File: config.mk
export PLATFORM = sky130hd
export DESIGN_NAME = seg_xlat
export DESIGN_NICKNAME = d
export VERILOG_FILES = /design/src/rtl/seg_xlat_pkg.sv /design/src/rtl/seg_table.sv /design/src/rtl/seg_check.sv /design/src/rtl/seg_xlat.sv
export SDC_FILE = /design/constraint.sdc
export NUM_CORES = 1
export LEC_CHECK = 0
export BUFFER_PORTS_ARGS = -buffer_cell sky130_fd_sc_hd__buf_2
export CORE_MARGIN = 3
export CORE_UTILIZATION = 45
export DETAILED_ROUTE_END_ITERATION = 8
export PLACE_DENSITY = 0.59
export SYNTH_ARGS = -nofsm -noshare
export SYNTH_HDL_FRONTEND = slang
export SYNTH_HIERARCHICAL = 1
export SYNTH_SLANG_ARGS = --single-unit
File: constraint.sdc
create_clock -name clk -period 5.3 [get_ports clk]
set_input_delay 1.06 -clock clk [delete_from_list [all_inputs] [get_ports clk]]
set_output_delay 1.06 -clock clk [all_outputs]
set_load 0.005 [all_outputs]
File: src/rtl/seg_xlat_pkg.sv
package seg_xlat_pkg;

    typedef enum logic [1:0] {
        ACC_READ  = 2'd0,
        ACC_WRITE = 2'd1,
        ACC_FETCH = 2'd2,
        ACC_RSVD  = 2'd3
    } acc_e;

    typedef enum logic [1:0] {
        CAUSE_NONE   = 2'd0,
        CAUSE_SEGNUM = 2'd1,
        CAUSE_LIMIT  = 2'd2,
        CAUSE_PERM   = 2'd3
    } cause_e;

    localparam int PERM_R   = 0;
    localparam int PERM_W   = 1;
    localparam int PERM_X   = 2;
    localparam int PERM_NUM = 3;

endpackage

File: src/rtl/seg_table.sv
module seg_table
    import seg_xlat_pkg::*;
#(
    parameter int SEG_W = 3,
    parameter int OFF_W = 16,
    parameter int PA_W  = 20,
    localparam int ENT_W = PERM_NUM + OFF_W + PA_W,
    localparam int NSEG  = 1 << SEG_W
) (
    input  logic                clk,
    input  logic                rst_n,
    input  logic                cfg_we,
    input  logic [SEG_W:0]      cfg_addr,
    input  logic [ENT_W-1:0]    cfg_data,
    input  logic [SEG_W-1:0]    rd_seg,
    output logic [PA_W-1:0]     rd_base,
    output logic [OFF_W-1:0]    rd_limit,
    output logic [PERM_NUM-1:0] rd_perm,
    output logic [SEG_W:0]      seg_count
);

    logic [ENT_W-1:0] ent_arr [NSEG];
    logic [SEG_W:0]   cnt_d, cnt_q;
    logic             ent_sel;

    assign ent_sel = cfg_we && !cfg_addr[SEG_W];

    for (genvar i = 0; i < NSEG; i++) begin : g_ent
        logic [ENT_W-1:0] ent_d, ent_q;

        always_comb begin
            ent_d = ent_q;
            if (ent_sel && (cfg_addr[SEG_W-1:0] == SEG_W'(i))) begin
                ent_d = cfg_data;
            end
        end

        always_ff @(posedge clk) begin
            if (!rst_n) ent_q <= '0;
            else        ent_q <= ent_d;
        end

        assign ent_arr[i] = ent_q;
    end

    always_comb begin
        cnt_d = cnt_q;
        if (cfg_we && cfg_addr[SEG_W]) begin
            cnt_d = cfg_data[SEG_W:0];
        end
    end

    always_ff @(posedge clk) begin
        if (!rst_n) cnt_q <= '0;
        else        cnt_q <= cnt_d;
    end

    logic [ENT_W-1:0] rd_ent;
    assign rd_ent    = ent_arr[rd_seg];
    assign rd_base   = rd_ent[PA_W-1:0];
    assign rd_limit  = rd_ent[PA_W +: OFF_W];
    assign rd_perm   = rd_ent[PA_W+OFF_W +: PERM_NUM];
    assign seg_count = cnt_q;

endmodule

File: src/rtl/seg_check.sv
module seg_check
    import seg_xlat_pkg::*;
#(
    parameter int SEG_W = 3,
    parameter int OFF_W = 16,
    parameter int PA_W  = 20
) (
    input  logic [SEG_W-1:0]    seg,
    input  logic [OFF_W-1:0]    off,
    input  logic [1:0]          acc,
    input  logic [SEG_W:0]      seg_count,
    input  logic [PA_W-1:0]     base,
    input  logic [OFF_W-1:0]    limit,
    input  logic [PERM_NUM-1:0] perm,
    output logic                fault,
    output cause_e              cause,
    output logic [PA_W-1:0]     pa
);

    logic seg_bad, lim_bad, perm_ok;

    always_comb begin
        seg_bad = ({1'b0, seg} >= seg_count);
        lim_bad = (off >= limit);
        unique case (acc_e'(acc))
            ACC_READ:  perm_ok = perm[PERM_R];
            ACC_WRITE: perm_ok = perm[PERM_W];
            ACC_FETCH: perm_ok = perm[PERM_X];
            default:   perm_ok = 1'b0;
        endcase

        if (seg_bad)       cause = CAUSE_SEGNUM;
        else if (lim_bad)  cause = CAUSE_LIMIT;
        else if (!perm_ok) cause = CAUSE_PERM;
        else               cause = CAUSE_NONE;

        fault = (cause != CAUSE_NONE);
        pa    = fault ? '0 : (base + PA_W'(off));
    end

endmodule

File: src/rtl/seg_xlat.sv
module seg_xlat
    import seg_xlat_pkg::*;
#(
    parameter int SEG_W = 3,
    parameter int OFF_W = 16,
    parameter int PA_W  = 20,
    localparam int ENT_W = PERM_NUM + OFF_W + PA_W
) (
    input  logic              clk,
    input  logic              rst_n,
    input  logic              cfg_we,
    input  logic [SEG_W:0]    cfg_addr,
    input  logic [ENT_W-1:0]  cfg_data,
    input  logic              req_valid,
    output logic              req_ready,
    input  logic [SEG_W-1:0]  req_seg,
    input  logic [OFF_W-1:0]  req_off,
    input  logic [1:0]        req_acc,
    output logic              res_valid,
    input  logic              res_ready,
    output logic              res_fault,
    output logic [1:0]        res_cause,
    output logic [PA_W-1:0]   res_pa
);

    typedef struct packed {
        logic            vld;
        logic            fault;
        cause_e          cause;
        logic [PA_W-1:0] pa;
    } res_t;

    logic [PA_W-1:0]     tb_base;
    logic [OFF_W-1:0]    tb_limit;
    logic [PERM_NUM-1:0] tb_perm;
    logic [SEG_W:0]      tb_count;
    logic                ck_fault;
    cause_e              ck_cause;
    logic [PA_W-1:0]     ck_pa;

    seg_table #(.SEG_W(SEG_W), .OFF_W(OFF_W), .PA_W(PA_W)) i_table (
        .clk       (clk),
        .rst_n     (rst_n),
        .cfg_we    (cfg_we),
        .cfg_addr  (cfg_addr),
        .cfg_data  (cfg_data),
        .rd_seg    (req_seg),
        .rd_base   (tb_base),
        .rd_limit  (tb_limit),
        .rd_perm   (tb_perm),
        .seg_count (tb_count)
    );

    seg_check #(.SEG_W(SEG_W), .OFF_W(OFF_W), .PA_W(PA_W)) i_check (
        .seg       (req_seg),
        .off       (req_off),
        .acc       (req_acc),
        .seg_count (tb_count),
        .base      (tb_base),
        .limit     (tb_limit),
        .perm      (tb_perm),
        .fault     (ck_fault),
        .cause     (ck_cause),
        .pa        (ck_pa)
    );

    res_t res_d, res_q;
    logic take;

    assign req_ready = !res_q.vld || res_ready;
    assign take      = req_valid && req_ready;

    always_comb begin
        res_d = res_q;
        if (take) begin
            res_d.vld   = 1'b1;
            res_d.fault = ck_fault;
            res_d.cause = ck_cause;
            res_d.pa    = ck_pa;
        end else if (res_ready) begin
            res_d.vld = 1'b0;
        end
    end

    always_ff @(posedge clk) begin
        if (!rst_n) res_q <= '{vld: 1'b0, fault: 1'b0, cause: CAUSE_NONE, pa: '0};
        else        res_q <= res_d;
    end

    assign res_valid = res_q.vld;
    assign res_fault = res_q.fault;
    assign res_cause = res_q.cause;
    assign res_pa    = res_q.pa;

endmodule

==> impl_metrics.yaml, run 1 <==
drt:
  wl_per_cell_um: 19.2
  ant_nets: 0
  initialDrtViolationCount: 513
  via_count: 11100
  finalWirelength_mm: 39.8
  drc: 0
  dr.pass1.iters: 5
  avgViaCountPerCell: 5.35
clock_tree:
  clk_latency_ns: 0.52
  cts-resized-gates: 0
  clock-sinks: 340
  clk_pin_slew_worst_paths_ns: 0.06
  numCtsBuffers: 38
  cts-root-buf: "clkbuf_16"
  cts_tree: "done"
  postCtsSetupRepairBufs: 0
  hold_buffers: 0
  h-tree-depth: 2
  cts.path.max_buffers: 3
synthesis:
  synth-simple-area-share: 0.124
  muxShareOfSynthArea: 0.346
  synth-compound-area-share: 0.0326
  netlist_instances: 1542
  synth_top_family_by_area: "multiplexers"
  ys_async_sr_fraction: 0
  synth_seq_cells: 340
  synth_edf_count: 0
  ys_seq_area_frac: 0.422
  synthAdderAreaFrac: 0.0284
  synth_fp_nets: 1647
  syn-mean-instance-area_um2: 10.5
  synth-xor-area-share: 0.00543
  yosys_warnings: 6
  ys.flop_type: "dfxtp_1"
  syn-cell-area_um2: 16100
  synth_cell_types: 55
worst_setup_path:
  crit_fanout: 23
  start_kind: "primary input"
  cp_data_arrival_time_ns: 4.53
  cp-end-kind: "register"
  cp.required_ns: 5.74
  r2r.worst_path.cells: 12
  rr_startpoint: "i_table/g_ent[7].ent_q[31]"
  critPathKind: "primary input to register"
  r2r_slack_ns: 2.02
  r2r_end: "res_pa[14]"
power_and_ir_drop:
  combPwrFrac: 0.074
  cellLeakagePower_nw: 7.79
  netSwitchingFraction: 0.231
  power.internal_mw: 4.23
  clockPowerShare: 0.453
  p_per_area_nw_per_um2: 304
  power.switching_mw: 1.27
  ir_worst_vdd_uv: 236
  seqPwrFrac: 0.473
timing:
  min_period_over_period: 0.772
  relSlewSlack: 0.270
  setup_viol: 0
  setup_tns_ns: 0
  post-route-min-period_ns: 4.09
  timing.fmax_mhz: 244
  finalMaxSlewViolations: 0
  worst_slew_pin_slew_ns: 1.09
  fin_skew_ns: 0.0104
  rsz0062_at_grt: "false"
  hold_viol: 0
global_routing:
  use_met2: 0.329
  antenna_found_initial: 0
  use_met1: 0.297
  grt_max_degree: 137
  first_global_vias: 11100
  top_usage_layer: "met2"
  grt_pass1_wl_mm: 63.4
  grt_use_met3: 0.0286
  grt_overflow: 0
  track_usage: 0.206
min_path:
  hold_start: "res_pa[16]"
  hold_path_class: "register to register"
  hold_depth: 2
  worstHoldEndpoint: "res_pa[16]"
die:
  die_height_um: 195
  dieWidth_um: 195
  num_io_pins: 94
  start_util: 0.462
  rows: 68
  core_area_um2: 35000
  dieArea_um2: 38200
placement:
  post-place-cells: 2012
  gp_congestion: 0.860
  dp_hpwl_mm: 25.3
  io_buffers: 93
final_layout:
  drive_gt1_frac: 0.195
  diodes: 0
  num-fill-cells: 3149
  instances_no_fill: 2072
  syn2layout_area_growth_pct: 12.2
  finalNetCount: 1702
outcome:
  status: "finished clean"
job:
  maxCapViolCount: 0
-- layer usage --
layer / vias up / routed length (um)
li1: 5482 / -
met4: 0 / 706
met5: - / 0
met1: 5384 / 19500
met2: 161 / 18100
met3: 53 / 1440
-- placed cells by master (no fill, tap or decap), types with 5 or more instances in the layout --
| master | synthesis | layout |
|---|---|---|
| o21a_1 | 7 | 7 |
| a21o_2 | 5 | 5 |
| mux2i_1 | 339 | 339 |
| a21o_1 | 6 | 6 |
| dfxtp_1 | 340 | 340 |
| nor3_1 | 7 | 7 |
| clkinv_2 | 0 | 5 |
| a21boi_0 | 7 | 7 |
| xnor2_1 | 5 | 5 |
| buf_12 | 2 | 6 |
| nand3_1 | 8 | 8 |
| nand2_1 | 417 | 416 |
| clkbuf_1 | 49 | 9 |
| o21ai_0 | 10 | 10 |
| xor2_1 | 5 | 5 |
| ha_1 | 35 | 35 |
| and3_1 | 8 | 7 |
| inv_1 | 30 | 30 |
| mux2_2 | 39 | 39 |
| clkbuf_16 | 0 | 41 |
| nand3b_1 | 5 | 5 |
| buf_2 | 40 | 90 |
| nor2_1 | 24 | 23 |
| buf_4 | 8 | 26 |
| a21oi_1 | 13 | 13 |
| mux4_2 | 78 | 78 |
-- area by class of cell --
| cell class | count | area (um2) | area share |
|---|---|---|---|
| inverters | 30 | 113 | 0.00622 |
| clock buffers | 53 | 1100 | 0.0608 |
| multi-input cells | 1064 | 8680 | 0.479 |
| flip-flops and latches | 340 | 6810 | 0.376 |
| clock inverters | 7 | 63.8 | 0.00352 |
| well taps | 455 | 569 | 0.0314 |
| repair buffers | 123 | 781 | 0.0431 |
-- sequential cells by signal, indices dropped and copies added, names as in the netlist --
name,cells
res_valid,1
res_cause,2
i_table/seg_count,4
res_pa,20
i_table/g_ent.ent_q,312
res_fault,1
-- power by group through the flow --
| stage | combinational (mW) | clock, mW | sequential [mW] |
|---|---|---|---|
| final | 0.407 | 2.49 | 2.61 |
| after global routing | 0.444 | 2.66 | 2.61 |
| after CTS | 0.410 | 2.56 | 2.61 |
| after detailed placement | 0.409 | 0 | 2.66 |
| after global placement | 0.407 | 0 | 2.66 |
| after floorplan | 0.281 | 0 | 2.66 |
-- worst max path at each step --
stage / from / end / cells after the start
floorplan: req_seg[2] / res_pa[18] / 14
CTS: req_seg[2] / res_pa[14] / 14
detailed placement: req_seg[1] / res_pa[10] / 14
global route: req_seg[1] / res_pa[18] / 15
global placement: req_seg[2] / res_pa[6] / 14
finish: req_seg[2] / res_pa[14] / 14
-- critical path: stages --
cell	delay [ns]
buf_4	0.36
buf_4	0.36
mux4_2	0.53
mux2_2	0.28
inv_1	0.06
ha_1	0.23
a21oi_1	0.15
o21ai_0	0.14
a31oi_1	0.22
o21a_1	0.33
nand2_2	0.30
nor3_1	0.29
nand2_1	0.08
mux2i_1	0.12
-- per-stage QoR --
step                      utilization  total power, mW  hold WS (ns)  instance area [um2]  worst slack [ns]
final                           0.518             5.51         0.452                18100              1.21
after global placement          0.485             3.07         0.438                16900             0.733
after detailed placement        0.485             3.07         0.444                16900             0.722
after CTS                       0.518             5.58         0.454                18100              1.23
after floorplan                     -             2.94         0.432                16100              1.17
after global routing            0.518             5.72         0.469                18100             0.936
-- synth_stat cells, types with 10 or more instances --
library cell / number / share of area
mux4_2: 78 / 0.11
a21oi_1: 13 / 0.0040
ha_1: 35 / 0.027
dfxtp_1: 340 / 0.42
buf_2: 40 / 0.012
nand2_1: 417 / 0.097
mux2i_1: 339 / 0.21
mux2_2: 39 / 0.027
inv_1: 30 / 0.0070
clkbuf_1: 49 / 0.011
o21ai_0: 10 / 0.0031
nor2_1: 24 / 0.0056
-- cells by family after synthesis --
logic type / Yosys count
and+or+nand+nor: 489
muxes: 456
DFF: 340
buffers and inverters: 138
AOI/OAI and AO/OA: 73
adders and majority gates: 36
xor gates and xnor gates: 10
Power figures use the tool's default switching activity.
==> inputs of run 2 (changes only) <==
PLACE_DENSITY = 0.61   (was 0.59)
clock period = 3.7 ns   (was 5.3 ns; I/O delays follow)
==> run 2 against run 1 <==
- clock power is 53% higher
- register-to-register slack lost 1.4 ns
- utilization up 2.0 points
- final cell count increased by 3.7%
- design area is 3.8% higher
- die area unchanged
- flip-flop and latch count did not move
- combinational power is 55% higher
- sequential share of layout area decreased by 1.4 points
- critical path type unchanged
- critical endpoint is now res_pa[16]
- largest cell class unchanged
- largest power group is now clock
- highest routed layer unchanged
==> impl_metrics.yaml, run 2 (synthesis results as in run 1) <==
outcome:
  status: "finished clean"
die:
  rows: 68
  dieArea_um2: 38200
  die_height_um: 195
  core_area_um2: 35000
  num_io_pins: 94
  start_util: 0.462
  dieWidth_um: 195
worst_setup_path:
  cp_slowest_cell: "mux4_2"
  cp-end-kind: "register"
  critPathTopFamily: "multiplexers"
  critPathKind: "primary input to register"
  r2r_slack_ns: 0.58
  crit_fanout: 16
  rr_startpoint: "i_table/g_ent[7].ent_q[33]"
  r2r_end: "res_pa[16]"
  path_buf_inv: 4
  cp_data_arrival_time_ns: 3.87
  cp_num_cells: 15
  start_kind: "primary input"
  r2r.worst_path.cells: 13
  path_common_cell: "buf_4"
  cpPeakStageDelay_ns: 0.50
  cp.required_ns: 4.14
  cp_cell_sequence: "buf_4 -> buf_4 -> mux4_2 -> mux2_2 -> inv_1 -> ha_1 -> nand4_1 -> nor3_1 -> a2111oi_0 -> o21a_1 -> nand2_2 -> buf_4 -> nor2_1 -> nand2_1 -> mux2i_1"
  startpoint: "req_seg[2]"
power_and_ir_drop:
  ir_worst_vdd_uv: 358
  clockPowerShare: 0.467
  combPwrFrac: 0.077
  p_per_area_nw_per_um2: 436
  cellLeakagePower_nw: 8.19
  power.switching_mw: 1.86
  netSwitchingFraction: 0.228
  power.internal_mw: 6.33
  seqPwrFrac: 0.456
  total_power_mw: 8.19
final_layout:
  instances_no_fill: 2148
  num-fill-cells: 3113
  largest_register: "i_table/g_ent.ent_q"
  syn2layout_area_growth_pct: 16.4
  final_cell_mix: "nand2_1 (416), dfxtp_1 (340), mux2i_1 (339)"
  largest_register_ffs: 312
  drive_gt1_frac: 0.233
  finalNetCount: 1771
  layout_commonest_cell: "nand2_1"
  diodes: 0
global_routing:
  grt_pass1_wl_mm: 64.5
  grt_overflow: 0
  first_global_vias: 12000
  antenna_found_initial: 0
  track_usage: 0.207
  grt_max_degree: 89
clock_tree:
  cts.path.max_buffers: 3
  cts_tree: "done"
  numCtsBuffers: 38
  h-tree-depth: 2
  hold_buffers: 0
  clock-sinks: 340
  clk_pin_slew_worst_paths_ns: 0.05
  cts-resized-gates: 0
  cts-root-buf: "clkbuf_16"
  clk_latency_ns: 0.51
  postCtsSetupRepairBufs: 0
min_path:
  hold_path_class: "register to register"
  hold_depth: 2
  hold_start: "res_pa[17]"
  worstHoldEndpoint: "res_pa[17]"
timing:
  worst_slew_pin_slew_ns: 0.835
  setup_viol: 0
  relSlewSlack: 0.437
  finalMaxSlewViolations: 0
  rsz0062_at_grt: "false"
  post-route-min-period_ns: 3.43
  timing.fmax_mhz: 291
  min_period_over_period: 0.928
  hold_viol: 0
  fin_skew_ns: 0.0147
  holdWs_ns: 0.452
job:
  maxCapViolCount: 0
drt:
  wl_per_cell_um: 18.6
  via_count: 11500
  ant_nets: 0
  dr.pass1.iters: 5
  finalWirelength_mm: 39.9
  initialDrtViolationCount: 557
  drc: 0
  avgViaCountPerCell: 5.34
placement:
  io_buffers: 93
  dp_hpwl_mm: 26.9
  post-place-cells: 2081
  gp_congestion: 0.862
==> run 2: cell types whose count changed in the layout (fill, tap and decap cells not counted) <==
| cell | delta |
|---|---|
| buf_4 | +65 |
| buf_12 | +4 |
| clkbuf_1 | -4 |
| clkbuf_8 | +4 |
| bufinv_16 | +3 |
| clkinv_2 | +3 |
| clkinvlp_4 | +3 |
| clkbuf_16 | -2 |
| clkinv_4 | -1 |
| inv_6 | +1 |
==> run 2: worst register-to-register path, cell delays in order, from the launching register on <==
cell and delay [ns]:
dfxtp_1 0.31, mux4_2 0.47, mux2_2 0.29, inv_1 0.08, ha_1 0.24, a211oi_1 0.24, nor2_1 0.08, a2111oi_0 0.38
o21a_1 0.28, nand2_2 0.20, buf_4 0.21, nor2_1 0.10, nand2_1 0.06, mux2i_1 0.12
==> run 2: cell type report <==
type                       instances  area, um2  area share
timing repair buffer             192       1350      0.0717
sequential                       340       6810       0.362
clock buffer                      51       1090      0.0580
clock inverter                    16        191      0.0102
inverter                          30        113     0.00599
tap                              455        569      0.0303
multi-input combinational       1064       8680       0.462
==> run 2: layer usage <==
layer  part of all wire  up-vias  GRT usage
met5                  0        -          0
met4              0.018        0     0.0452
met3              0.052       59     0.0397
met2               0.46      204      0.338
met1               0.47     5597      0.287
li1                   -     5617          -
==> run 2: how the worst max path moves through the flow <==
stage,endpoint
final,res_pa[16]
after global routing,res_pa[11]
after CTS,res_pa[11]
after detailed placement,res_pa[13]
after global placement,res_pa[11]
after floorplan,res_pa[18]
==> run 2: metrics by stage <==
stage / area [um2] / worst slack (ns) / setup TNS [ns] / util
after detailed placement: 17500 / -0.217 / -3.06 / 0.501
after global placement: 17500 / -0.178 / -2.41 / 0.501
after floorplan: 16200 / -0.0516 / -0.114 / -
final: 18800 / 0.267 / 0 / 0.538
after CTS: 18800 / 0.309 / 0 / 0.538
after global routing: 18800 / 0.0946 / 0 / 0.538
==> run 2: power groups by stage <==
| stage | clock network [mW] | logic [mW] | registers, mW |
|---|---|---|---|
| 3_3_place_gp | 0 | 0.626 | 3.81 |
| 6_report | 3.82 | 0.632 | 3.74 |
| 3_5_place_dp | 0 | 0.634 | 3.82 |
| 5_1_grt | 4.07 | 0.687 | 3.74 |
| 2_1_floorplan | 0 | 0.403 | 3.81 |
| 4_1_cts | 3.91 | 0.636 | 3.73 |
==> inputs of run 3 (changes only) <==
CELL_PAD_IN_SITES_DETAIL_PLACEMENT = 0   (was not set)
CELL_PAD_IN_SITES_GLOBAL_PLACEMENT = 1   (was not set)
CORE_UTILIZATION = 44   (was 45)
PLACE_DENSITY = 0.73   (was 0.61)
==> run 3 against run 2 <==
- register-to-register slack lost 0.02 ns
- clock-buffer cell count is 12 higher
- combinational power increased by 1%
- via count is 0.24% lower
- utilization shrank 1.3 points
- non-clock buffer count down 3
- highest routed layer unchanged
- die area up 2.2%
- sequential power hardly changed
==> impl_metrics.yaml, run 3 (synthesis results as in run 1) <==
power_and_ir_drop:
  ir_worst_vdd_uv: 284
  p_per_area_nw_per_um2: 435
  cellLeakagePower_nw: 8.18
  total_power_mw: 8.18
global_routing:
  first_global_vias: 11700
  grt_overflow: 0
  grt_pass1_wl_mm: 64.5
  use_met1: 0.294
  grt_use_met3: 0.0322
  use_met2: 0.339
  track_usage: 0.208
  antenna_found_initial: 0
  grt_max_degree: 74
  top_usage_layer: "met2"
worst_setup_path:
  crit_fanout: 15
  r2r_slack_ns: 0.56
  r2r_end: "res_pa[14]"
  cp_data_arrival_time_ns: 3.87
  start_kind: "primary input"
  critPathKind: "primary input to register"
  r2r.worst_path.cells: 13
  cp-end-kind: "register"
  cp.required_ns: 4.15
  rr_startpoint: "i_table/g_ent[7].ent_q[31]"
timing:
  fin_skew_ns: 0.00593
  holdWs_ns: 0.450
  relSlewSlack: 0.370
  setup_slack_ns: 0.289
  min_period_over_period: 0.922
  post-route-min-period_ns: 3.41
  finalMaxSlewViolations: 0
  setup_tns_ns: 0
  hold_viol: 0
  timing.fmax_mhz: 293
  setup_viol: 0
  rsz0062_at_grt: "false"
  worst_slew_pin_slew_ns: 0.945
placement:
  post-place-cells: 2084
  place_area_um2: 17500
  io_buffers: 93
  dp_hpwl_mm: 26.9
  pre_cts_slack_ns: -0.233
  gp_congestion: 0.826
clock_tree:
  numCtsBuffers: 38
  cts.path.max_buffers: 3
  postCtsSetupRepairBufs: 0
  clk_latency_ns: 0.52
  clk_pin_slew_worst_paths_ns: 0.06
  clock-sinks: 340
  h-tree-depth: 2
  cts_tree: "done"
  cts-root-buf: "clkbuf_16"
final_layout:
  largest_register: "i_table/g_ent.ent_q"
  instances_no_fill: 2150
  final_cell_mix: "nand2_1 (416), dfxtp_1 (340), mux2i_1 (339)"
  syn2layout_area_growth_pct: 16.5
  fin_util: 0.525
  finalNetCount: 1768
  diodes: 0
  drive_gt1_frac: 0.230
  layout_commonest_cell: "nand2_1"
  largest_register_ffs: 312
  multiInputGateArea_um2: 8680
  final-seq-area_um2: 6810
  num-fill-cells: 3183
  design_area_um2: 18800
min_path:
  hold_depth: 2
  hold_start: "res_pa[12]"
  worstHoldEndpoint: "res_pa[12]"
  hold_path_class: "register to register"
die:
  core_area_um2: 35800
  dieWidth_um: 198
  rows: 69
  num_io_pins: 94
  dieArea_um2: 39000
  start_util: 0.451
  die_height_um: 198
outcome:
  status: "finished clean"
drt:
  avgViaCountPerCell: 5.33
  finalWirelength_mm: 40.6
  via_count: 11400
  initialDrtViolationCount: 532
  ant_nets: 0
  dr.pass1.iters: 5
  drc: 0
  wl_per_cell_um: 18.9
job:
  maxCapViolCount: 0
## run 3: changes by cell type in the layout (fill, tap and decap cells not counted), sizes merged
cell      change
inv           -1
buf           -3
clkbuf       +12
clkinv        -7
bufinv        -3
clkinvlp      -2
## run 3: how the worst max path moves through the flow
stage                     from          to  cells after the start
global route        req_seg[2]  res_pa[14]                     16
CTS                 req_seg[2]  res_pa[18]                     15
detailed placement  req_seg[2]  res_pa[18]                     15
finish              req_seg[2]  res_pa[14]                     15
floorplan           req_seg[1]  res_pa[18]                     13
global placement    req_seg[1]  res_pa[10]                     16
## run 3: area by class of cell
class                      instances  area share
multi-input combinational       1064       0.462
sequential                       340       0.362
timing repair buffer             189      0.0718
clock buffer                      63      0.0658
tap                              461      0.0307
inverter                          30     0.00599
clock inverter                     3     0.00226
## run 3: what timing repair did
item | 4_1_cts | 5_1_grt
hold buffers | 0 | 0
hold endpoints to repair | 0 | 0
gates resized for setup | 0 | 1
setup endpoints to repair | 0 | 2
## run 3: critical path, stage by stage
cell and delay, ns:
buf_4 0.28, buf_12 0.20, mux4_2 0.49, mux2_2 0.27
inv_1 0.05, ha_1 0.23, nand2_1 0.06, o21ai_0 0.09
a2111oi_0 0.46, o21a_1 0.31, nand2_2 0.07, buf_4 0.19
nor3_1 0.21, nand2_1 0.07, mux2i_1 0.12
## run 3: routing by layer
| layer | vias to the layer above | share of wire |
|---|---|---|
| met4 | 0 | 0.019 |
| li1 | 5607 | - |
| met3 | 55 | 0.040 |
| met1 | 5605 | 0.48 |
| met5 | - | 0 |
| met2 | 182 | 0.46 |
## run 3: report_power, final
| group | switching, mW | total [mW] | internal (mW) | leakage [nW] |
|---|---|---|---|---|
| sequential | 0.0237 | 3.74 | 3.71 | 2.75 |
| clock | 1.46 | 3.80 | 2.34 | 0.628 |
| combinational | 0.372 | 0.639 | 0.267 | 4.81 |
